File: src/rtl/flt_pkg.sv
package flt_pkg;
  localparam int TAI_W = 40;
  localparam int CYC_W = 28;

  typedef struct packed {
    logic [TAI_W-1:0] tai;
    logic [CYC_W-1:0] cyc;
  } flt_time_t;

  typedef enum logic {
    ST_IDLE = 1'b0,
    ST_PEND = 1'b1
  } flt_state_e;
endpackage

File: src/rtl/flt_rst_sync.sv
module flt_rst_sync #(
  parameter int STAGES = 2
) (
  input  logic clk,
  input  logic rst_n,
  output logic rst_sync_n
);
  logic [STAGES-1:0] sync_q;

  always_ff @(posedge clk or negedge rst_n) begin
    if (!rst_n) sync_q <= '0;
    else        sync_q <= {sync_q[STAGES-2:0], 1'b1};
  end

  assign rst_sync_n = sync_q[STAGES-1];
endmodule

File: src/rtl/flt_target_calc.sv
module flt_target_calc
  import flt_pkg::*;
#(
  parameter int CYC_RANGE = 125_000_000
) (
  input  flt_time_t        ts,
  input  logic [CYC_W-1:0] latency,
  output flt_time_t        target
);
  localparam logic [CYC_W-1:0] LAT_MAX = CYC_W'(CYC_RANGE - 1);
  localparam logic [CYC_W:0]   RANGE_X = (CYC_W+1)'(CYC_RANGE);

  logic [CYC_W-1:0] lat_eff;
  logic [CYC_W:0]   sum;
  logic             wraps;

  always_comb begin
    lat_eff = (latency > LAT_MAX) ? LAT_MAX : latency;
    sum     = {1'b0, ts.cyc} + {1'b0, lat_eff};
    wraps   = (sum >= RANGE_X);
    if (wraps) begin
      target.cyc = CYC_W'(sum - RANGE_X);
      target.tai = ts.tai + TAI_W'(1);
    end else begin
      target.cyc = sum[CYC_W-1:0];
      target.tai = ts.tai;
    end
  end
endmodule

File: src/rtl/flt_time_ge.sv
module flt_time_ge
  import flt_pkg::*;
(
  input  flt_time_t a,
  input  flt_time_t b,
  output logic      a_ge_b
);
  always_comb begin
    if (a.tai != b.tai) a_ge_b = (a.tai > b.tai);
    else                a_ge_b = (a.cyc >= b.cyc);
  end
endmodule

File: src/rtl/flt_release_match.sv
module flt_release_match
  import flt_pkg::*;
#(
  parameter int CYC_RANGE  = 125_000_000,
  parameter int RST_STAGES = 2
) (
  input  logic               clk,
  input  logic               rst_n,
  input  logic               time_valid_i,
  input  logic [TAI_W-1:0]   local_tai_i,
  input  logic [CYC_W-1:0]   local_cyc_i,
  input  logic               fl_enable_i,
  input  logic [CYC_W-1:0]   latency_i,
  input  logic               ts_valid_i,
  input  logic [TAI_W-1:0]   ts_tai_i,
  input  logic [CYC_W-1:0]   ts_cyc_i,
  output logic               release_o,
  output logic               late_o,
  output logic               busy_o
);
  logic       rst_sync_n;
  flt_time_t  local_now;
  flt_time_t  ts_in;
  flt_time_t  tgt_new;
  flt_time_t  tgt_q, tgt_d;
  logic       tgt_en;
  logic       new_passed;
  logic       pend_reached;
  flt_state_e state_q, state_d;
  logic       rel_q, rel_d;
  logic       late_q, late_d;
  logic       accept;
  logic       match;

  flt_rst_sync #(.STAGES(RST_STAGES)) u_rst_sync (
    .clk        (clk),
    .rst_n      (rst_n),
    .rst_sync_n (rst_sync_n)
  );

  assign local_now = '{tai: local_tai_i, cyc: local_cyc_i};
  assign ts_in     = '{tai: ts_tai_i,    cyc: ts_cyc_i};

  flt_target_calc #(.CYC_RANGE(CYC_RANGE)) u_target (
    .ts      (ts_in),
    .latency (latency_i),
    .target  (tgt_new)
  );

  // incoming target already behind local time
  flt_time_ge u_ge_new (
    .a      (local_now),
    .b      (tgt_new),
    .a_ge_b (new_passed)
  );

  // stored target reached by local time
  flt_time_ge u_ge_pend (
    .a      (local_now),
    .b      (tgt_q),
    .a_ge_b (pend_reached)
  );

  // next-state logic
  always_comb begin
    state_d = state_q;
    tgt_d   = tgt_q;
    tgt_en  = 1'b0;
    rel_d   = 1'b0;
    late_d  = 1'b0;
    accept  = ts_valid_i && (state_q == ST_IDLE);
    match   = (state_q == ST_PEND) && time_valid_i && pend_reached;

    if (match) begin
      rel_d   = 1'b1;
      state_d = ST_IDLE;
    end else if (accept) begin
      if (!fl_enable_i) begin
        rel_d = 1'b1;
      end else if (time_valid_i && new_passed) begin
        rel_d  = 1'b1;
        late_d = 1'b1;
      end else begin
        state_d = ST_PEND;
        tgt_d   = tgt_new;
        tgt_en  = 1'b1;
      end
    end
  end

  // state and output registers
  always_ff @(posedge clk or negedge rst_sync_n) begin
    if (!rst_sync_n) begin
      state_q <= ST_IDLE;
      rel_q   <= 1'b0;
      late_q  <= 1'b0;
    end else begin
      state_q <= state_d;
      rel_q   <= rel_d;
      late_q  <= late_d;
    end
  end

  // target register, written only on capture
  always_ff @(posedge clk or negedge rst_sync_n) begin
    if (!rst_sync_n)  tgt_q <= '0;
    else if (tgt_en)  tgt_q <= tgt_d;
  end

  assign release_o = rel_q;
  assign late_o    = late_q;
  assign busy_o    = (state_q == ST_PEND);
endmodule

File: config.mk
export PLATFORM = sky130hd
export DESIGN_NAME = flt_release_match
export DESIGN_NICKNAME = d
export VERILOG_FILES = /design/src/rtl/flt_pkg.sv /design/src/rtl/flt_rst_sync.sv /design/src/rtl/flt_target_calc.sv /design/src/rtl/flt_time_ge.sv /design/src/rtl/flt_release_match.sv
export SDC_FILE = /design/constraint.sdc
export NUM_CORES = 1
export LEC_CHECK = 0
export ABC_AREA = 0
export BUFFER_PORTS_ARGS = -buffer_cell sky130_fd_sc_hd__buf_4
export CAP_MARGIN = 0
export CORE_UTILIZATION = 63
export CTS_CLUSTER_DIAMETER = 150
export CTS_CLUSTER_SIZE = 14
export DETAILED_ROUTE_END_ITERATION = 10
export PLACE_DENSITY_LB_ADDON = 0.05
export SLEW_MARGIN = 20
export SYNTH_ARGS = -nofsm -noshare
export SYNTH_HDL_FRONTEND = slang
export SYNTH_SLANG_ARGS = --single-unit
File: constraint.sdc
create_clock -name clk -period 5.03 [get_ports clk]
set_clock_uncertainty 0.05 [all_clocks]
set_input_delay 0.2515 -clock clk [delete_from_list [all_inputs] [get_ports clk]]
set_output_delay 0.2515 -clock clk [all_outputs]
set_load 0.005 [all_outputs]
==> metrics.cfg, run 1 <==
[synth]
synth_fa_ha_area_frac = 0.222
synth_top_cells_by_area = ha_1 (22%), dfrtp_1 (19%), nand2_1 (4.7%)
synth_area_leader_cell = ha_1
synth_async_sr_flop_share = 1.00
synth_edf_count = 0
yosys-top-cells-count = ha_1 (168), nand2_1 (120), inv_1 (88), a21oi_1 (81), dfrtp_1 (73)
synth_top_family_by_area = compound AO/OA/AOI/OAI gates
ys_seq_area_frac = 0.192
syn_avg_cell_area_um2 = 7.99
synth_flop_cell = dfrtp_1
syn_area_um2 = 9540
yosysTopAreaCellShare = 0.220
synth_cells = 1194
synth_xor_area_frac = 0.0651
synthSimpleGateAreaFrac = 0.204
synth-seq-cells = 73
ys_warn_count = 0
synth_compound_area_frac = 0.256
synthMuxAreaShare = 0.00853
synth_most_common_cell = ha_1
ys_types = 75
syn-num-nets = 1532

[grt]
grt.total_usage = 0.790
grt_pass1_vias = 16400
overflow = 114
grt_start_max_net_pins = 72
grt_pass1_wl_mm = 95.9

[floorplan]
io_pins = 172
die-width_um = 125
rows = 44
fp.dieH_um = 125
initial_core_util = 0.651

[placed_design]
portBuffers = 171
pre_cts_ws_ns = -2.31
gp_congestion = 0.957
hpwlAfterDp_mm = 25.5

[outcome]
status = stopped before the end
failed_stage = global routing
error = [ERROR GRT-0116] Global routing finished with congestion. Check the congestion regions in the DRC Viewer.

[clocking]
cts_root_buf = clkbuf_16
clock-sinks = 73
clockBufferDepth = 2
numCtsBuffers = 9
cts_htree_levels = 3

-- what timing repair did --
| action | 4_1_cts |
|---|---|
| gates resized for setup | 158 |
| pin swaps | 27 |
| hold buffers | 1 |
| setup endpoints to repair | 71 |
| hold endpoints to repair | 2 |
| cloned | 10 |
| buffers inserted | 45 |
-- logic make-up after synthesis --
group           count (synthesis)
flops                          73
xor+xnor                       70
buf+inv                       126
simple gates                  377
fa+ha+maj                     169
other cells                     2
mux                             8
compound gates                369
-- routing by layer --
metal,GRT overflow,global-route usage
met1,2,0.780
met2,72,0.982
met3,3,0.602
met4,36,0.867
met5,1,0.142
-- through the flow --
| step | area [µm²] | hold slack (ns) | cells |
|---|---|---|---|
| after CTS | 14300 | 0.125 | 1803 |
| after floorplan | 9790 | -0.0941 | 1194 |
| after detailed placement | 12700 | -0.0143 | 1731 |
| after global placement | 12700 | -0.0165 | 1731 |
==> inputs of run 2 (changes only) <==
- CORE_UTILIZATION: 63 -> 40
- CTS_CLUSTER_DIAMETER: 150 -> not set
- CTS_CLUSTER_SIZE: 14 -> not set
- PLACE_DENSITY_LB_ADDON: 0.05 -> 0.15
==> metrics.cfg, run 2 <==
[drt]
routed_wl_mm = 32.4
drt_iter0_drc = 337
drc = 1
ant_nets = 0
dr_total_vias = 10500
routedWlPerCell_um = 16.5
dr.pass1.iters = 8
vias_per_cell = 5.33

[final_layout]
nets = 1978
diodes = 0
final_cell_mix = buf_4 (427), ha_1 (154), inv_1 (87)
largest_reg_flops = 68
top_register = tgt_q
final_common_cell = buf_4
reg_top3 = tgt_q: 68 flops, u_rst_sync.sync_q: 2 flops
fin_area_um2 = 15100
drive_above_1_share = 0.406
fill_cells = 2051
syn2layout_area_growth_pct = 58.2

[synth]
synthMuxAreaShare = 0.00853
synth_flop_cell = dfrtp_1
synthSimpleGateAreaFrac = 0.204
synth_area_leader_cell = ha_1
yosys-top-cells-count = ha_1 (168), nand2_1 (120), inv_1 (88), a21oi_1 (81), dfrtp_1 (73)
synth_most_common_cell = ha_1
ys_types = 75
synth_fa_ha_area_frac = 0.222
syn-num-nets = 1532
synth_xor_area_frac = 0.0651
ys_seq_area_frac = 0.192
synth_top_cells_by_area = ha_1 (22%), dfrtp_1 (19%), nand2_1 (4.7%)
synth_top_family_by_area = compound AO/OA/AOI/OAI gates
yosysTopAreaCellShare = 0.220
synth_async_sr_flop_share = 1.00
synth_edf_count = 0
synth_cells = 1194
syn_area_um2 = 9540
synth-seq-cells = 73
syn_avg_cell_area_um2 = 7.99
ys_warn_count = 0
synth_compound_area_frac = 0.256

[setup_path]
crit_buf_inv = 7
arrival_ns = 6.88
critPathKind = in -> reg
worstPathRequired_ns = 5.22
endpoint_kind = flip-flop
cp_top_family = compound AO/OA/AOI/OAI gates
startpoint_type = input pin
r2r_setup_slack_ns = 2.03
max_stage_delay_ns = 0.52
r2r-start = tgt_q[54]
crit_fanout = 6
timing.rr.end = busy_o
cp_slowest_cell = or4b_4
r2r.worst_path.cells = 10

[run]
max_cap_viol_count = 0

[sta]
finalCritPeriodShare = 1.33
final.setup.worst_slack_ns = -1.67
max-slew-margin-rel = 0.339
max_freq_mhz = 149
drv_slew = 0
tightest_slew_ns = 0.992
rsz0062_at_grt = yes
finalSetupTns_ns = -109.26
hold_viol = 0
setup_viol = 71
fin_crit_ns = 6.70

[floorplan]
die-area_um2 = 24500
fp.dieH_um = 156
io_pins = 172
initial_core_util = 0.408
coreArea_um2 = 23400
rows = 56
die-width_um = 156

[outcome]
violations = DRC, setup timing
status = complete, but fails checks

[grt]
grt.total_usage = 0.266
grt_pass1_vias = 10400
grt_start_max_net_pins = 72
overflow = 0
grt_pass1_wl_mm = 50.9
antenna_found_initial = 1

[clocking]
cts_root_buf = clkbuf_16
clk_pin_slew_ns = 0.06
numCtsBuffers = 9
cts_htree_levels = 3
clk_latency_ns = 0.35
clockBufferDepth = 2
clock-sinks = 73
cts_tree = done

[worst_hold_path]
worstHoldEndpoint = release_o
min-delay-start = ts_valid_i
min-delay-path-class = in -> reg
hold_depth = 3

[placed_design]
placed_area_um2 = 13100
hpwlAfterDp_mm = 24.9
gp_congestion = 0.915
portBuffers = 171
pre_cts_ws_ns = -2.24

[power_and_ir_drop]
peakVddDrop_v = 0.000214
leakage_nw = 7.26
p_per_area_nw_per_um2 = 311

==> run 2: cell counts after synthesis <==
No cell type changed its count.
==> run 2: repair_timing <==
action | in CTS | in global routing
cloned | 10 | 3
endpoints found under the hold margin | 2 | 0
pin swaps | 22 | 32
hold buffers | 1 | 0
gates resized for setup | 132 | 75
buffers inserted | 26 | 18
setup endpoints to repair | 71 | 71
==> run 2: worst register-to-register path: cells and delay by family (launching register included) <==
kind	cells	cell delay, ns
and+or+nand+nor	3	1.11
DFF	1	0.36
adders and majority gates	1	0.30
buffers and inverters	1	0.06
AOI/OAI and AO/OA	5	1.05
==> run 2: cells by family (layout without fill, tap and decap cells) <==
logic type | count (synthesis) | after routing
buffers and inverters | 126 | 577
XOR/XNOR | 70 | 70
adder cells (fa/ha/maj) | 169 | 169
flip-flops | 73 | 73
other | 2 | 2
multiplexers | 8 | 8
AO/OA/AOI/OAI | 369 | 369
AND/OR/NAND/NOR | 377 | 377
==> run 2: area by class of cell <==
class / count / area (µm²) / share of cell area
clock buffer: 12 / 256 / 0.0170
inverter: 88 / 330 / 0.0219
sequential: 73 / 1830 / 0.121
clock inverter: 4 / 98.8 / 0.00655
timing repair buffer: 473 / 4030 / 0.267
multi-input combinational: 995 / 8150 / 0.540
tap: 319 / 399 / 0.0264
==> run 2: stage by stage <==
| stage | hold slack [ns] | utilization | cells | power, W |
|---|---|---|---|---|
| finish | 0.153 | 0.645 | 1964 | 0.00470 |
| floorplan | -0.0941 | - | 1194 | 0.00252 |
| global route | 0.158 | 0.645 | 1964 | 0.00509 |
| global placement | -0.0154 | 0.561 | 1892 | 0.00340 |
| detailed placement | -0.0136 | 0.561 | 1892 | 0.00347 |
| CTS | 0.146 | 0.621 | 1943 | 0.00454 |
==> run 2: power by group <==
part,switching (W),internal [W]
logic,0.00138,0.00149
registers,0.000178,0.000860
clock network,0.000267,0.000513
total,0.00183,0.00287
==> run 2: worst max path at each step <==
stage | endpoint | slack (ns) | cells past startpoint | from
after floorplan | tgt_q[67] | -1.30 | 35 | latency_i[7]
after global placement | tgt_q[8] | -2.09 | 35 | latency_i[7]
after detailed placement | tgt_q[3] | -2.24 | 37 | latency_i[7]
after CTS | tgt_q[48] | -1.65 | 38 | latency_i[6]
after global routing | tgt_q[58] | -2.02 | 37 | latency_i[10]
final | tgt_q[52] | -1.67 | 37 | latency_i[6]
==> run 2: routing by layer <==
metal / global-route usage / up-vias / part of all wire / wire length [µm]
li1: - / 5265 / - / -
met1: 0.298 / 4870 / 0.41 / 13100
met2: 0.487 / 260 / 0.51 / 16400
met3: 0.0418 / 70 / 0.045 / 1480
met4: 0.127 / 2 / 0.043 / 1390
met5: 0 / - / 0.00052 / 17
Power figures use the tool's default switching activity.
